$ cat config.mk
export PLATFORM = sky130hd
export DESIGN_NAME = el_state_tracker
export DESIGN_NICKNAME = d
export VERILOG_FILES = /design/src/rtl/el_pkg.sv /design/src/rtl/el_width_regs.sv /design/src/rtl/el_rule_check.sv /design/src/rtl/el_state_reg.sv /design/src/rtl/el_state_tracker.sv
export SDC_FILE = /design/constraint.sdc
export NUM_CORES = 1
export LEC_CHECK = 0
export BUFFER_PORTS_ARGS = -buffer_cell sky130_fd_sc_hd__buf_2
export CAP_MARGIN = 5
export CORE_MARGIN = 4
export CORE_UTILIZATION = 45
export DETAILED_ROUTE_END_ITERATION = 6
export GPL_ROUTABILITY_DRIVEN = 0
export GPL_TIMING_DRIVEN = 0
export HOLD_SLACK_MARGIN = 0.1
export PLACE_DENSITY = 0.7
export SLEW_MARGIN = 20
export SYNTH_ARGS = -nofsm -noshare
export SYNTH_HDL_FRONTEND = slang
export SYNTH_HIERARCHICAL = 1
export SYNTH_SLANG_ARGS = --single-unit
$ cat constraint.sdc
create_clock -name clk -period 2.15 [get_ports clk]
set_clock_uncertainty 0.1 [all_clocks]
set_input_delay 0.43 -clock clk [delete_from_list [all_inputs] [get_ports clk]]
set_output_delay 0.43 -clock clk [all_outputs]
set_load 0.01 [all_outputs]
$ cat src/rtl/el_pkg.sv
package el_pkg;

  localparam int NUM_EL = 4;
  localparam int LVL_W  = $clog2(NUM_EL);

  typedef logic [LVL_W-1:0] el_t;

  localparam el_t EL_TOP = el_t'(NUM_EL - 1);
  localparam el_t EL_HYP = el_t'(NUM_EL - 2);

  typedef struct packed {
    el_t  lvl;
    logic secure;
    logic aa64;
  } pe_state_t;

  localparam pe_state_t RESET_STATE = '{lvl: EL_TOP, secure: 1'b1, aa64: 1'b1};

  typedef enum logic [1:0] {
    RQ_NONE = 2'd0,
    RQ_TAKE = 2'd1,
    RQ_RET  = 2'd2
  } rq_kind_t;

endpackage

$ cat src/rtl/el_width_regs.sv
module el_width_regs
  import el_pkg::*;
#(
  parameter bit HAS_HYP = 1'b1
) (
  input  logic              clk,
  input  logic              rst_n,
  input  el_t               cur_lvl,
  input  logic              cfg_we,
  input  el_t               cfg_lvl,
  input  logic              cfg_aa64,
  output logic [NUM_EL-1:0] width_q,
  output logic [NUM_EL-1:0] permit64
);

  for (genvar l = 0; l < NUM_EL; l++) begin : g_lvl
    if (l == NUM_EL - 1) begin : g_top
      // most privileged level: fixed 64-bit, nothing above it to constrain it
      assign width_q[l]  = 1'b1;
      assign permit64[l] = 1'b1;
    end else begin : g_low
      logic w_q;
      logic w_en;

      // only a strictly more privileged level may configure this one
      always_comb begin
        w_en = cfg_we && (cfg_lvl == el_t'(l)) && (cur_lvl > el_t'(l));
      end

      always_ff @(posedge clk or negedge rst_n) begin
        if (!rst_n) begin
          w_q <= 1'b1;
        end else if (w_en) begin
          w_q <= cfg_aa64;
        end
      end

      assign width_q[l] = w_q;

      // 64-bit allowed only if the next implemented level above is 64-bit
      if (!HAS_HYP && (l + 1 == int'(EL_HYP))) begin : g_skip_hyp
        assign permit64[l] = width_q[l+2];
      end else begin : g_next
        assign permit64[l] = width_q[l+1];
      end
    end
  end

endmodule

$ cat src/rtl/el_rule_check.sv
module el_rule_check
  import el_pkg::*;
#(
  parameter bit HAS_HYP = 1'b1
) (
  input  pe_state_t         cur,
  input  rq_kind_t          kind,
  input  el_t               tgt_lvl,
  input  logic              tgt_secure,
  input  logic              tgt_aa64,
  input  logic [NUM_EL-1:0] width_q,
  input  logic [NUM_EL-1:0] permit64,
  output logic              legal,
  output pe_state_t         nxt
);

  logic dir_ok;
  logic sec_ok;
  logic wid_ok;
  logic lvl_ok;
  logic chain_ok;
  logic same_ok;

  always_comb begin
    nxt    = cur;
    dir_ok = 1'b1;
    sec_ok = 1'b1;
    wid_ok = 1'b1;
    case (kind)
      RQ_TAKE: begin
        nxt.lvl    = tgt_lvl;
        nxt.secure = (tgt_lvl == EL_TOP) ? 1'b1 : cur.secure;
        nxt.aa64   = width_q[tgt_lvl];
        dir_ok     = (tgt_lvl >= cur.lvl);
      end
      RQ_RET: begin
        nxt.lvl    = tgt_lvl;
        nxt.secure = tgt_secure;
        nxt.aa64   = tgt_aa64;
        dir_ok     = (tgt_lvl <= cur.lvl);
        // the world may only switch on the way down from the top level
        sec_ok     = (cur.lvl == EL_TOP) || (tgt_secure == cur.secure);
        wid_ok     = (tgt_aa64 == width_q[tgt_lvl]);
      end
      default: ;
    endcase

    lvl_ok   = !((nxt.lvl == EL_HYP) && (nxt.secure || !HAS_HYP)) &&
               !((nxt.lvl == EL_TOP) && !nxt.secure);
    chain_ok = !nxt.aa64 || permit64[nxt.lvl];
    same_ok  = (nxt.lvl != cur.lvl) || (nxt.aa64 == cur.aa64);

    legal = dir_ok && sec_ok && wid_ok && lvl_ok && chain_ok && same_ok;
  end

endmodule

$ cat src/rtl/el_state_reg.sv
module el_state_reg
  import el_pkg::*;
(
  input  logic      clk,
  input  logic      rst_n,
  input  logic      req_any,
  input  logic      legal,
  input  pe_state_t nxt,
  output pe_state_t state_q,
  output logic      bad_q
);

  logic st_en;
  logic bad_d;

  always_comb begin
    st_en = req_any && legal;
    bad_d = req_any && !legal;
  end

  always_ff @(posedge clk or negedge rst_n) begin
    if (!rst_n) begin
      state_q <= RESET_STATE;
    end else if (st_en) begin
      state_q <= nxt;
    end
  end

  always_ff @(posedge clk or negedge rst_n) begin
    if (!rst_n) begin
      bad_q <= 1'b0;
    end else begin
      bad_q <= bad_d;
    end
  end

endmodule

$ cat src/rtl/el_state_tracker.sv
module el_state_tracker
  import el_pkg::*;
#(
  parameter bit HAS_HYP = 1'b1
) (
  input  logic       clk,
  input  logic       rst_n,
  input  logic       req_valid,
  input  logic       req_exc,
  input  logic       req_ret,
  input  logic [1:0] req_lvl,
  input  logic       req_secure,
  input  logic       req_aa64,
  input  logic       cfg_we,
  input  logic [1:0] cfg_lvl,
  input  logic       cfg_aa64,
  output logic [1:0] cur_lvl,
  output logic       cur_secure,
  output logic       cur_aa64,
  output logic       sec_pa_allow,
  output logic       bad_req
);

  rq_kind_t          kind;
  pe_state_t         state_q;
  pe_state_t         nxt;
  logic              legal;
  logic [NUM_EL-1:0] width_q;
  logic [NUM_EL-1:0] permit64;

  // exception wins over return when both are raised
  always_comb begin
    if (!req_valid)   kind = RQ_NONE;
    else if (req_exc) kind = RQ_TAKE;
    else if (req_ret) kind = RQ_RET;
    else              kind = RQ_NONE;
  end

  el_width_regs #(.HAS_HYP(HAS_HYP)) u_width (
    .clk      (clk),
    .rst_n    (rst_n),
    .cur_lvl  (state_q.lvl),
    .cfg_we   (cfg_we),
    .cfg_lvl  (cfg_lvl),
    .cfg_aa64 (cfg_aa64),
    .width_q  (width_q),
    .permit64 (permit64)
  );

  el_rule_check #(.HAS_HYP(HAS_HYP)) u_rules (
    .cur        (state_q),
    .kind       (kind),
    .tgt_lvl    (req_lvl),
    .tgt_secure (req_secure),
    .tgt_aa64   (req_aa64),
    .width_q    (width_q),
    .permit64   (permit64),
    .legal      (legal),
    .nxt        (nxt)
  );

  el_state_reg u_state (
    .clk     (clk),
    .rst_n   (rst_n),
    .req_any (kind != RQ_NONE),
    .legal   (legal),
    .nxt     (nxt),
    .state_q (state_q),
    .bad_q   (bad_req)
  );

  assign cur_lvl      = state_q.lvl;
  assign cur_secure   = state_q.secure;
  assign cur_aa64     = state_q.aa64;
  assign sec_pa_allow = state_q.secure;

endmodule

==> results by group <==
Synth
  – Share of the yosys chip area belonging to registers: 23.1%
  – Post-synth EDFFs: 0
  – Largest cells by area after synthesis: dfstp_2, mux2_4, buf_4
  – Synth top area share: 20.3%
  – Synth async-reset ratio: 100%
  – Post-synth top area cell: dfstp_2
  – Ys flop type: dfstp_2
  – Synthesized instance count: 96
  – Post-Synthesis Cell Area: 906 um2
  – Syn avg cell area: 9.44 um2
  – Yosys Warn Count: 6
  – Yosys cell types: 42
  – FF+latch count, synth: 8

Drt
  – DRC: 0
  – Drt wl/cell: 17.4 um
  – First-pass DRT Iterations: 4
  – Via-per-instance ratio: 5.51
  – ANT nets after route: 0
  – Initial DRC count: 26
  – Vias: 898
  – Post-Route WL: 2.83 mm

Critical path
  – CP required: 2.22 ns
  – CP Launch Type: input pin
  – Critical path start-end classification: in2reg
  – Reg2reg path depth: 8
  – Crit. End Element: register
  – R2R setup slack: -0.28 ns
  – Top fanout value on the critical path: 5
  – Crit path DAT: 2.56 ns
  – FF-to-FF Start: u_width/g_lvl[2].g_low.w_q
  – Worst r2r dst: u_state/state_q[0]

Status
  – Status: complete, but fails checks
  – Failing checks: negative setup slack

Global route
  – Global route total overflow: 0
  – First-pass GRT wire length: 3.64 mm
  – Global Route Usage Sum: 18.0%
  – Met2 Track Usage GR: 31.4%
  – Met1 usage: 20.1%
  – Largest net degree at the start of global routing: 12
  – Met3 usage: 2.25%
  – Initial antenna violation count: 0
  – Number of global-route vias before repair: 854
  – GRT busiest layer: met2

Power
  – Peak supply drop: 0.691 mV
  – Pwr Density: 996 mW/mm2
  – Lkg Pwr: 0.000626 uW

Floorplanning
  – Die area: 0.00279 mm2
  – Core ar.: 0.00182 mm2
  – Row cnt: 15
  – Die height: 52.9 um
  – Number of top-level pins: 19
  – Initial Util: 49.8%
  – Die W: 52.9 um

Min path
  – Startpoint of the worst hold path: cfg_aa64
  – Worst min path class: in2reg
  – Hold depth: 2
  – Hold endpoint: u_width/g_lvl[2].g_low.w_q

Clocking
  – TritonCTS Buffers: 3
  – Root buffer cell: clkbuf_4
  – Clock Sinks: 8
  – Clock Latency Late Sink: 0.25 ns
  – Clock H-tree levels: 1
  – TritonCTS clock tree: yes
  – Longest Clk Path Bufs: 2
  – Clock Pin Slew Worst Setup and Hold Paths: 0.05 ns

STA
  – TNS Setup: -1.49 ns
  – Slew Viols, Final: 0
  – Setup slack after layout: -0.344 ns
  – Setup violations, final: 5
  – Fmax: 401 MHz
  – Hold Vio Cnt, Final: 0
  – Final Cycle Share: 116%
  – Final Critical Period: 2.49 ns
  – Unrepaired setup endpoints after global routing: yes

Cells and area
  – Fill count: 123
  – Ant diodes: 0
  – Most frequent cells in the layout: buf_4, buf_2, buf_6
  – Most common cell after layout, fill and taps aside: buf_4
  – Nets: 156
  – Final core occ: 74.4%
  – Area of the multi-input gates: 692 um2
  – Share of layout cells above drive strength 1: 65.2%
  – P&R area growth vs syn: 49.6%
  – Storage cell area: 209 um2
  – Final Non-Filler Cells: 163

Placed design
  – # port buffers: 17
  – Cells after DPL: 140
  – HPWL Detailed: 1.43 mm
  – Post-place setup slack: -0.842 ns

Run
  – MaxCap Viol Count: 0
-- stage by stage --
step | hold WS (ns) | cell area [um2] | power, uW
2_1_floorplan | 0.0344 | 930 | 792
3_3_place_gp | 0.169 | 1050 | 927
3_5_place_dp | 0.173 | 1050 | 945
4_1_cts | 0.331 | 1170 | 1170
5_1_grt | 0.347 | 1360 | 1440
6_report | 0.332 | 1360 | 1350
-- power breakdown --
part / internal [uW] / switching, uW
Combinational: 495 / 385
Clock: 70.8 / 48.1
Sequential: 254 / 96.2
Total: 820 / 529
-- flip-flops by register name (all words and copies together), names as in the netlist --
| register | cells |
|---|---|
| u_state/state_q | 4 |
| u_width/g_lvl.g_low.w_q | 3 |
| u_state/bad_q | 1 |
-- how the worst max path moves through the flow --
| stage | from | to | slack, ns | depth (start not counted) |
|---|---|---|---|---|
| 2_1_floorplan | req_valid | u_state/state_q[0] | -0.45 | 10 |
| 3_3_place_gp | req_valid | u_state/state_q[1] | -0.85 | 11 |
| 3_5_place_dp | req_valid | u_state/state_q[2] | -0.84 | 11 |
| 4_1_cts | req_ret | u_state/state_q[0] | -0.44 | 10 |
| 5_1_grt | u_width/g_lvl[2].g_low.w_q | u_state/state_q[0] | -0.41 | 8 |
| 6_report | req_valid | u_state/state_q[0] | -0.34 | 11 |
-- worst max-delay path: stages --
cell and delay [ns]:
buf_6 0.10, and3b_2 0.23, ha_4 0.17, buf_6 0.13, a221oi_4 0.30, nor3_2 0.11, xor2_2 0.19, o21ai_2 0.10
nor4_4 0.33, nand2_2 0.17, mux2_4 0.32
-- area by class of cell --
cell class | instances | share of cell area [%]
multi-input combinational | 69 | 51.1
timing repair buffer | 36 | 18.7
sequential | 8 | 15.4
buffer | 13 | 8.31
tap | 25 | 2.31
inverter | 8 | 2.22
clock buffer | 4 | 1.94
-- Yosys cell counts, types with 3 or more instances --
cell	number
buf_4	9
inv_1	8
dfstp_2	7
mux2_4	5
nand2_1	5
o21ai_0	5
ha_1	4
o211ai_1	4
nor2_1	3
nor2b_1	3
o21a_1	3
xnor2_1	3
-- cell families after synthesis --
logic type	count (synthesis)	synth area share (%)
and+or+nand+nor	24	16.7
AOI/OAI and AO/OA	22	17.5
buffers and inverters	21	15.2
muxes	11	16.7
DFF	8	23.1
xor gates and xnor gates	5	4.84
adders and majority gates	4	5.53
other	1	0.414
-- routing by layer --
metal | wire length [um] | up-vias
li1 | - | 416
met3 | 131 | 12
met1 | 1090 | 434
met5 | 0 | -
met4 | 125 | 0
met2 | 1490 | 36
-- what timing repair did --
item,in CTS,in global routing
pin swaps,5,11
buffers inserted,9,8
cloned,0,1
hold buffers,1,0
resized for setup,7,30
endpoints found under the hold margin,1,0
setup endpoints to repair,5,5
Power figures use the tool's default switching activity.
